File: config.mk
export PLATFORM = sky130hd
export DESIGN_NAME = slot_readout_seq
export DESIGN_NICKNAME = d
export VERILOG_FILES = /design/src/rtl/slot_seq_pkg.sv /design/src/rtl/slot_seq_ctrl.sv /design/src/rtl/slot_seq_flags.sv /design/src/rtl/slot_readout_seq.sv
export SDC_FILE = /design/constraint.sdc
export NUM_CORES = 1
export LEC_CHECK = 0
export BUFFER_PORTS_ARGS = -buffer_cell sky130_fd_sc_hd__buf_2
export CORE_ASPECT_RATIO = 1.1
export CORE_MARGIN = 4
export CORE_UTILIZATION = 28
export DETAILED_ROUTE_END_ITERATION = 7
export GPL_ROUTABILITY_DRIVEN = 0
export PLACE_DENSITY = 0.49
export SYNTH_ARGS = -nofsm -noshare
export SYNTH_HDL_FRONTEND = slang
export SYNTH_SLANG_ARGS = --single-unit
File: constraint.sdc
create_clock -name clk -period 14.6 [get_ports clk]
set_input_delay 0.73 -clock clk [delete_from_list [all_inputs] [get_ports clk]]
set_output_delay 0.73 -clock clk [all_outputs]
set_load 0.01 [all_outputs]
File: src/rtl/slot_seq_pkg.sv
package slot_seq_pkg;

  typedef enum logic [1:0] {
    ST_IDLE = 2'd0,
    ST_SCAN = 2'd1,
    ST_RST  = 2'd2
  } scanState_e;

  // Strobes from the control path to the flag datapath
  typedef struct packed {
    logic setEn;    // capture comparator firings
    logic setSel;   // bank receiving captures
    logic clrEn;    // clear one bank
    logic clrSel;   // bank to clear
    logic readEn;   // present selected flags
    logic readSel;  // bank presented to the selectors
  } bankCtl_t;

endpackage

File: src/rtl/slot_seq_ctrl.sv
module slot_seq_ctrl
  import slot_seq_pkg::*;
#(
  parameter int CH_PER_GROUP = 16,
  parameter int RW_W         = 4,
  localparam int IDX_W       = $clog2(CH_PER_GROUP)
) (
  input  logic             clk,
  input  logic             rstN,
  input  logic             slotCtrl,
  input  logic [RW_W-1:0]  rstWidth,
  output bankCtl_t         ctl,
  output logic [IDX_W-1:0] chanIdx,
  output logic             bankSel,
  output logic             sampleEn,
  output logic             scanValid,
  output logic             feReset,
  output logic             overrun
);

  localparam logic [IDX_W-1:0] LAST_IDX = IDX_W'(CH_PER_GROUP - 1);

  logic            slotQ, slotQ2;
  logic            riseNow, fallNow, pulseDone;
  scanState_e      state;
  logic [IDX_W-1:0] idx;
  logic [RW_W-1:0]  cnt;

  assign riseNow   = slotQ & ~slotQ2;
  assign fallNow   = ~slotQ & slotQ2;
  assign pulseDone = (state == ST_RST) && (cnt >= rstWidth);

  always_ff @(posedge clk) begin
    if (!rstN) begin
      slotQ   <= 1'b0;
      slotQ2  <= 1'b0;
      bankSel <= 1'b0;
      state   <= ST_IDLE;
      idx     <= '0;
      cnt     <= '0;
      overrun <= 1'b0;
    end else begin
      slotQ  <= slotCtrl;
      slotQ2 <= slotQ;
      if (riseNow) bankSel <= ~bankSel;
      unique case (state)
        ST_IDLE: begin
          if (fallNow) begin
            state <= ST_SCAN;
            idx   <= '0;
          end
        end
        ST_SCAN: begin
          if (riseNow) begin
            state   <= ST_IDLE;
            overrun <= 1'b1;
          end else if (idx == LAST_IDX) begin
            state <= ST_RST;
            cnt   <= RW_W'(1);
          end else begin
            idx <= idx + 1'b1;
          end
        end
        ST_RST: begin
          if (riseNow) begin
            state   <= ST_IDLE;
            overrun <= 1'b1;
          end else if (pulseDone) begin
            state <= ST_IDLE;
          end else begin
            cnt <= cnt + 1'b1;
          end
        end
        default: state <= ST_IDLE;
      endcase
    end
  end

  always_comb begin
    ctl.setEn   = slotQ & slotQ2;
    ctl.setSel  = bankSel;
    ctl.clrEn   = (state != ST_IDLE) && (riseNow || pulseDone);
    ctl.clrSel  = ~bankSel;
    ctl.readEn  = (state == ST_SCAN);
    ctl.readSel = ~bankSel;
  end

  assign chanIdx   = idx;
  assign sampleEn  = slotQ & slotQ2;
  assign scanValid = (state == ST_SCAN);
  assign feReset   = (state == ST_RST);

endmodule

File: src/rtl/slot_seq_flags.sv
module slot_seq_flags
  import slot_seq_pkg::*;
#(
  parameter int NUM_GROUPS   = 6,
  parameter int CH_PER_GROUP = 16,
  localparam int NUM_CH      = NUM_GROUPS * CH_PER_GROUP,
  localparam int IDX_W       = $clog2(CH_PER_GROUP),
  localparam int CH_W        = $clog2(NUM_CH)
) (
  input  logic                  clk,
  input  logic                  rstN,
  input  bankCtl_t              ctl,
  input  logic [NUM_CH-1:0]     cmpFire,
  input  logic [IDX_W-1:0]      chanIdx,
  output logic [NUM_GROUPS-1:0] ovfBit
);

  logic [NUM_CH-1:0] flagBank [2];
  logic [NUM_CH-1:0] readRow;

  always_ff @(posedge clk) begin
    if (!rstN) begin
      flagBank[0] <= '0;
      flagBank[1] <= '0;
    end else begin
      if (ctl.clrEn) flagBank[ctl.clrSel] <= '0;
      if (ctl.setEn) flagBank[ctl.setSel] <= flagBank[ctl.setSel] | cmpFire;
    end
  end

  assign readRow = flagBank[ctl.readSel];

  for (genvar g = 0; g < NUM_GROUPS; g++) begin : g_group
    logic [CH_W-1:0] pos;
    assign pos       = CH_W'(g * CH_PER_GROUP) + CH_W'(chanIdx);
    assign ovfBit[g] = ctl.readEn & readRow[pos];
  end

endmodule

File: src/rtl/slot_readout_seq.sv
module slot_readout_seq
  import slot_seq_pkg::*;
#(
  parameter int NUM_GROUPS   = 6,
  parameter int CH_PER_GROUP = 16,
  parameter int RW_W         = 4,
  localparam int NUM_CH      = NUM_GROUPS * CH_PER_GROUP,
  localparam int IDX_W       = $clog2(CH_PER_GROUP)
) (
  input  logic                  clk,
  input  logic                  rstN,
  input  logic                  slotCtrl,
  input  logic [NUM_CH-1:0]     cmpFire,
  input  logic [RW_W-1:0]       rstWidth,
  output logic                  sampleBank,
  output logic                  readBank,
  output logic                  sampleEn,
  output logic                  scanValid,
  output logic [IDX_W-1:0]      chanIdx,
  output logic [NUM_GROUPS-1:0] ovfBit,
  output logic                  feReset,
  output logic                  overrun
);

  bankCtl_t ctl;
  logic     bankSel;

  slot_seq_ctrl #(
    .CH_PER_GROUP(CH_PER_GROUP),
    .RW_W        (RW_W)
  ) u_ctrl (
    .clk      (clk),
    .rstN     (rstN),
    .slotCtrl (slotCtrl),
    .rstWidth (rstWidth),
    .ctl      (ctl),
    .chanIdx  (chanIdx),
    .bankSel  (bankSel),
    .sampleEn (sampleEn),
    .scanValid(scanValid),
    .feReset  (feReset),
    .overrun  (overrun)
  );

  slot_seq_flags #(
    .NUM_GROUPS  (NUM_GROUPS),
    .CH_PER_GROUP(CH_PER_GROUP)
  ) u_flags (
    .clk    (clk),
    .rstN   (rstN),
    .ctl    (ctl),
    .cmpFire(cmpFire),
    .chanIdx(chanIdx),
    .ovfBit (ovfBit)
  );

  assign sampleBank = bankSel;
  assign readBank   = ~bankSel;

endmodule

# == Word level (Yosys, flattened, before mapping) ==
# Memories as Yosys holds them, arrays and structs flattened. A register that Yosys moved wholly into a read port is not among the register bits.
# Cells that the tools add are included.
# word_totals
register_bits,14
ramBits,192
in_bits,103
output_inout_bits,16
word_cells,102
memories,1
# classes
n_addsub,7
n_lt_le_gt_ge,7
n_eq_ne,11
muxes,42
bitwise,13
n_reduce_logical,14
# memory_table
memory,words,word_bits,rd,rd_clocked_by_memory_dff,wr,line_no,rtl
u_flags.flagBank,2,96,2,1,2,slot_seq_flags.sv:18,logic [NUM_CH-1:0] flagBank [2];
# op_table
operator,count
$mux W96,2
$reduce_or A96 Y1,2
$or A96 B96 Y96,1
$lt A7 B8 Y1 const B,5
$bmux W1 S7,5
$mux W4,7
$mux W1,19
$pmux W4 S2,2
$add A6 B4 Y7 const A,2
$add A7 B4 Y7 const A,2
$mux W2,5
$and A1 B1 Y1,9
$add A4 B1 Y4 const B,2
$lt A4 B8 Y1 const B,1
$ne A2 B2 Y1 const B,4
$add A5 B4 Y6 const A,1
$ne A3 B1 Y1 const B,2
$pmux W2 S3,1
$reduce_bool A2 Y1,3
$reduce_and A5 Y1,1
$bmux W1 S4,1
$eq A4 B4 Y1 const B,1
$ge A4 B4 Y1,1
$ne A2 B1 Y1 const B,2
10 further kinds,13

# == Logic depth before layout (Yosys ltp) ==
# Gate-level depths: netlist of the first run.
# logic_depth
ltp_word,9
ltp_mapped,8
depth_no_buf,7

# == Hierarchy ==
# A second synthesis of the first run with hierarchy kept.
# unflattened
cells_unflattened,852
hier_area_um2,10098.4
# by_module_without_submodules
mod,n_inst,cells_each,area_each_um2,seq_area_each_um2
slot_seq_flags,1,740,9160.0,5765.5
slot_seq_ctrl,1,111,934.6,280.3
slot_readout_seq,1,1,3.8,0.0

# == Worst setup path before layout of the first run ==
# OpenSTA, ideal clock, no wires.
# synth_timing
path_kind,input -> register
start,input rstWidth[0]
end,memory u_flags.flagBank[0][0] in the netlist's numbering (enable)
setup_time_ps,879
arrival_time_ps,12492
t_required_ps,13721
setup_slack_ps,1229
cell_stages,6
n_path_buf,0
cell_sequence,ha_1 -> nand2b_1 -> a21oi_1 -> o21ai_0 -> a21oi_1 -> o311ai_0
# synth_rtl
item,line_no,rtl
"start, declared",slot_readout_seq.sv:14,"input logic [RW_W-1:0] rstWidth,"
"end, declared",slot_seq_flags.sv:18,

# == Worst setup path after layout of the first run ==
# layout_timing
start,"register u_ctrl.idx[0], in the netlist u_ctrl.chanIdx[0]"
end,output ovfBit[4]
# layout_between
elab_chain_cells,4
# layout_lines
item,line_no,rtl
"start, declared",slot_seq_ctrl.sv:26,logic [IDX_W-1:0] idx;
"start signal, assigned",slot_seq_ctrl.sv:61,idx <= idx + 1'b1;
$add A7 B4 Y7,slot_seq_flags.sv:35,assign pos = CH_W'(g * CH_PER_GROUP) + CH_W'(chanIdx);
$bmux W1 S7,slot_seq_flags.sv:36,assign ovfBit[g] = ctl.readEn & readRow[pos];
$mux W1 (not written as such),slot_seq_flags.sv:36,
$and A1 B1 Y1,slot_seq_flags.sv:36,
"end, declared",slot_readout_seq.sv:20,"output logic [NUM_GROUPS-1:0] ovfBit,"
# Every way passes these cells. The select of a mux whose other input is x is not followed.

==> impl_results.md, run 1 <==
- Post-CTS setup buffers: 0
- Status: complete, no violations
- Post-CTS resize count: 0
- Area grow syn2layout: 17.4%
- Mean Syn Cell Area: around 12 um^2
- Setup crit end kind: output port
- DR vias: 7,178
- Vias in the first global route: around 7,500
- Net Count, Synth: 970
- Critical Path RT: 13.87 ns
- DRC violations left: 0
- Finished Layout Cells: between 1,000 and 1,500
- Gr usage total: 0.140
- Reg2Reg Setup Slack: 11.29 ns
- IO Pins: 119
- Final Hold Viols: 0
- Worst-skew pair later-pin latency: around 0.5 ns
- Largest net degree at the start of global routing: between 80 and 90
- Num CTS Buffers: 25
- Die Footprint: 40,600 um^2
- Die X-Extent: around 190 um
- Leak: 4.46 nW
- CTS H-tree lvls: 1
- Max Clock Skew: 0.00817 ns
- Final Util: 0.332
- Syn. warnings: 0
- Antenna viol nets, final: 0
- Synth Register Bits: 207
- Cells after Synth: 858
- Max VDD drop: 0.0000732 V
- Hold Startpoint: slotCtrl
- Terminus of the critical flop-to-flop path: u_flags.flagBank[1][81]$_SDFFCE_PN0P_
- Die height: between 200 and 250 um
- Initial antenna violation count: 0
- Crit path kind: reg -> out
- Reg clk slew, reported paths: 0.06 ns
- Layout cells sized above 1: 0.225
- # hold bufs at CTS: 0
- Post-synth EDFFs: 192
- Initial drt markers: 401
- Worst hold-check path type: in -> reg
- Initial Util: 0.283
- Crit Path Max Fanout: 53
- PD cells: 122 nW/um^2
- Slew Viols, Final: 0
- N_diodes: 0
- Sequential area share after synthesis: 0.579
- CP startpoint: u_ctrl.chanIdx[0]$_SDFFE_PN0P_
- CTS tree: done
- Synth unique cells: 45
- Cell area after synthesis: 10,500 um^2
- Top FF cell, synth: edfxtp_1
- Setup violations, final: 0
- DRT Wirelength: 29,000 um
- Row cnt: 74
- Vias per inst: approximately 5
- Least-Margin Pin Slew: around 1.0 ns
- Root buffer cell: clkbuf_16
- Clock Sink Count: 207
- Crit start category: flip-flop
- Filler cells: 3,810
- Final nets: 1,061
- Setup TNS Final: 0 ns
- RSZ-0062 raised after global routing: no
- Maximum clock rate: approximately 0.28 GHz
- CP endpoint: ovfBit[4]
- Critical Path AT: approximately 2.9 ns
- Max cap viols: 0
- R2R cell count: 9
- Remaining Overflow, GRT: 0
- Wire per inst: 19.9 um
- DP Wirelength: 18,000 um
- PortBufs: 118
- Final min period: 3.60 ns
- Worst R2R Start: u_ctrl.cnt[0]$_SDFFE_PN0P_
- Async S/R FF share, synth: 0
- Hold Path Stages: 2
- Slew headroom: 0.320
- First-pass GRT wire length: between 40,000 and 50,000 um
- Final worst-path cycle share: 0.247
- Area of the core: between 30,000 and 40,000 um^2
- Placed Cells: 1,416
- Clk buf depth: 3
- TritonRoute pass-1 iters: 5
[worst min-delay path by stage]
stage	endpoint	slack, ns
6_report	u_ctrl.slotQ$_SDFF_PN0_	0.46
5_1_grt	u_ctrl.slotQ$_SDFF_PN0_	0.45
4_1_cts	u_ctrl.slotQ$_SDFF_PN0_	0.44
3_5_place_dp	u_ctrl.state[0]$_SDFFE_PN0P_	0.47
3_3_place_gp	u_ctrl.state[1]$_SDFFE_PN0P_	0.47
2_1_floorplan	u_ctrl.state[1]$_SDFFE_PN0P_	0.45
[stage by stage]
stage	power (mW)	worst slack, ns	hold WS [ns]	instance area [um^2]
final	1.51	11.00	0.464	12300
after detailed placement	0.898	10.86	0.472	11500
after global routing	1.57	10.82	0.452	12300
after floorplan	0.850	1.23	0.451	10500
after global placement	0.898	10.85	0.466	11500
after CTS	1.53	10.90	0.436	12300
[layout make-up]
type / instances / area (um^2) / area share
repair buffers: 128 / 666 / 0.0541
clock buffers: 35 / 693 / 0.0563
inverters: 11 / 41.3 / 0.00336
multi-input cells: 576 / 4090 / 0.332
well taps: 494 / 618 / 0.0502
clock inverters: 9 / 123 / 0.00997
flip-flops and latches: 207 / 6080 / 0.494
[cell families after synthesis]
group,after synthesis,synth area share
buf+inv,75,0.0351
mux,51,0.108
simple gates,368,0.163
fa+ha+maj,9,0.0107
compound gates,148,0.104
flops,207,0.579
[power by group]
part | switching [mW] | total, mW | internal [mW] | leakage [nW]
sequential | 0.0267 | 0.712 | 0.685 | 2.11
clock | 0.239 | 0.622 | 0.382 | 0.402
combinational | 0.0982 | 0.172 | 0.0740 | 1.94
[layout by cell type (no fill, tap or decap), types with 8 or more instances in the layout]
cell type,count
nor2b_1,97
buf_2,118
edfxtp_1,192
buf_4,10
mux4_2,42
nor2_1,203
dfxtp_1,11
ha_1,9
a211oi_1,101
o22ai_1,8
a21oi_1,11
and2_1,9
nand2_1,29
inv_1,10
clkbuf_16,25
[Yosys cell counts, types with 6 or more instances]
cell type | instances | area (um^2)
a211oi_1 | 101 | 758
buf_2 | 17 | 85.1
nor2b_1 | 97 | 607
nor2_1 | 203 | 762
a21oi_1 | 11 | 55.1
clkbuf_1 | 30 | 113
ha_1 | 9 | 113
mux4_2 | 42 | 946
mux4_1 | 6 | 158
dfxtp_1 | 15 | 300
and2_1 | 9 | 56.3
o22ai_1 | 8 | 50.1
o21ai_0 | 6 | 30.0
buf_1 | 7 | 26.3
o221ai_1 | 6 | 52.6
edfxtp_1 | 192 | 5770
nand3_1 | 9 | 45.0
nand2_1 | 29 | 109
inv_1 | 10 | 37.5
[routing by layer]
layer | global-route usage | vias to the layer above | wire length (um)
li1 | - | 3400 | -
met1 | 0.201 | 3585 | 13500
met2 | 0.229 | 162 | 13700
met3 | 0.0223 | 31 | 1370
met4 | 0.0271 | 0 | 430
met5 | 0 | - | 0
[sequential cells by signal, summed over array words and instances (netlist names), named ones only]
register,cells
u_ctrl.slotQ2,1
u_ctrl.state,2
u_ctrl.slotQ,1
u_ctrl.chanIdx,4
u_flags.flagBank,192
u_ctrl.bankSel,1
u_ctrl.overrun,1
u_ctrl.cnt,4
[critical path, stage by stage, from the launching register on]
cell     delay (ns)
dfxtp_4        1.00
mux4_1         0.42
nand2_1        0.08
a32o_1         0.31
nor3_1         0.33
buf_2          0.20
No activity file was read; power rests on OpenSTA's default activity.
==> inputs of run 2 (changes only) <==
==> constraint.sdc (replaced) <==
create_clock -name clk -period 3.5 [get_ports clk]
set_input_delay 0.175 -clock clk [delete_from_list [all_inputs] [get_ports clk]]
set_output_delay 0.175 -clock clk [all_outputs]
set_load 0.01 [all_outputs]
==> run 2 against run 1 <==
- wire length grew 2.4%
- largest cell class unchanged
- count of clock-buffer cells in the layout shrank 6
- first-iteration DRC count grew 21%
- power grew to 4.1 times the previous value
- sequential power grew to 4.2 times the previous value
- clock skew grew 0.0028 ns
==> impl_results.md, run 2 (synthesis gave the netlist of run 1 again) <==
- Switching power total: between 1.5 and 2 mW
- Setup violations, final: 0
- Crit path kind: reg -> out
- Clk buf depth: 3
- Finished Layout Cells: 1,526
- Largest net degree at the start of global routing: 97
- Remaining Overflow, GRT: 0
- Combinational share of power: 0.132
- Commonest non-fill, non-tap cell in the layout: nor2_1
- Crit Path Max Fanout: 23
- Final min period: 2.88 ns
- Die height: 211 um
- Area grow syn2layout: 24.5%
- Initial Util: 0.283
- Max VDD drop: 0.000294 V
- DRC violations left: 0
- Share of power burned in registers: 0.478
- Final hold slack: roughly 0.003 ns
- Met3 Use GR: 0.0226
- Crit start category: flip-flop
- Initial drt markers: 487
- IO Pins: between 100 and 150
- Post-Place Cell Area: 11,700 um^2
- Wire per inst: 19.5 um
- Setup TNS Final: 0 ns
- DR vias: 7,403
- Slew Viols, Final: 0
- Most frequent cells in the layout: nor2_1 (203), edfxtp_1 (192), buf_2 (118)
- Gr usage total: 0.144
- Final Hold Viols: 0
- Reg clk slew, reported paths: roughly 0.06 ns
- Max reg flops: 192
- Die Footprint: 40,600 um^2
- Initial antenna violation count: 1
- Met2 usage: 0.236
- Critical Path AT: 2.71 ns
- N_diodes: 0
- DRT Wirelength: 29,700 um
- Area of the core: 37,000 um^2
- Post-CTS resize count: 0
- Root buffer cell: clkbuf_16
- Vias per inst: about 4.9
- Critical Path RT: 3.32 ns
- CP max stage delay: ~0.73 ns
- Layout cells sized above 1: 0.219
- Sw frac: 0.248
- Final nets: 1,130
- TritonRoute pass-1 iters: 5
- Leak: 4.77 nW
- First-pass GRT wire length: 45,600 um
- Register area: 6080 um^2
- Routing usage on met1: 0.205
- Fin area: 13,000 um^2
- Antenna viol nets, final: 0
- PortBufs: approximately 120
- Die X-Extent: 192 um
- Maximum clock rate: 0.347 GHz
- Filler cells: 3,670
- Worst-skew pair later-pin latency: 0.51 ns
- Most Crowded Layer GR: met2
- Placed Cells: 1,423
- RSZ-0062 raised after global routing: no
- Slew headroom: 0.491
- DP Wirelength: 19,000 um
- Final worst-path cycle share: 0.823
- CTS H-tree lvls: 1
- Setup crit end kind: output port
- Vias in the first global route: 7,615
- Status: complete, no violations
- Num CTS Buffers: 24
- Clock Sink Count: 207
- Power share of the clock group: 0.391
- Multi-input logic area: between 4000 and 5000 um^2
- CTS tree: done
- Max Clock Skew: 0.0110 ns
- CP max stage cell: dfxtp_2
- CP Cell Sequence: buf_12, mux4_2, o22ai_1, a32oi_1, nand2_1, nor2_1, buf_2
- PD cells: 476 nW/um^2
- Max cap viols: 0
- Total internal power: 4.67 mW
- Biggest register: u_flags.flagBank
- Least-Margin Pin Slew: ~0.76 ns
- Row cnt: 74
- Worst hold-check path type: in -> reg
## run 2: cell types whose count changed in the layout (fill, tap and decap cells not counted), moves of 3 or more
| cell | previous run | this run |
|---|---|---|
| buf_12 | 0 | 6 |
| clkbuf_1 | 7 | 4 |
| clkbuf_8 | 3 | 0 |
| clkinv_1 | 2 | 6 |
| dlygate4sd3_1 | 0 | 63 |
## run 2: area by class of cell
class                      count  share of cell area
multi-input combinational    576               0.318
timing repair buffer         198               0.109
tap                          494              0.0474
clock buffer                  29              0.0491
clock inverter                11             0.00758
sequential                   207               0.466
inverter                      11             0.00317
## run 2: final timing paths
check                                                              to  depth (start not counted)  slack (ns)                    startpoint
worst max register to register  u_flags.flagBank[0][38]$_SDFFCE_PN0P_                          8        1.08    u_ctrl.cnt[0]$_SDFFE_PN0P_
worst max-delay path                                        ovfBit[1]                          7        0.62   u_ctrl.bankSel$_SDFFE_PN0P_
worst min-delay path             u_flags.flagBank[0][9]$_SDFFCE_PN0P_                          3       0.003                    cmpFire[9]
worst min register to register           u_ctrl.state[1]$_SDFFE_PN0P_                          2        0.48  u_ctrl.state[1]$_SDFFE_PN0P_
## run 2: power groups by stage
stage               sequential [mW]  combinational [mW]  clock (mW)
floorplan                      2.96               0.556           0
global placement               3.02               0.776           0
detailed placement             3.02               0.773           0
CTS                            2.97               0.832        2.50
global route                   2.99               0.896        2.61
finish                         2.97               0.817        2.43
## run 2: stage by stage
stage	util	worst slack [ns]	total power, mW
6_report	0.352	0.619	6.21
3_5_place_dp	0.315	1.08	3.79
5_1_grt	0.352	0.468	6.49
3_3_place_gp	0.315	1.10	3.79
4_1_cts	0.352	0.545	6.30
2_1_floorplan	-	-0.466	3.52
## run 2: routing by layer
layer  up-vias  part of all wire
li1       3528                 -
met1      3684              0.46
met2       151              0.48
met3        38             0.042
met4         2             0.018
met5         -           0.00044
## run 2: timing repair
action / in CTS / in global routing
hold buffers: 63 / 0
buffers inserted: 0 / 0
endpoints found under the hold margin: 106 / 0
## run 2: critical path: cells and delay by family, from the launching register on
kind,cells,cell delay [ns]
compound gates,2,0.26
flops,1,0.73
buf+inv,2,0.44
simple gates,2,0.21
mux,1,0.54
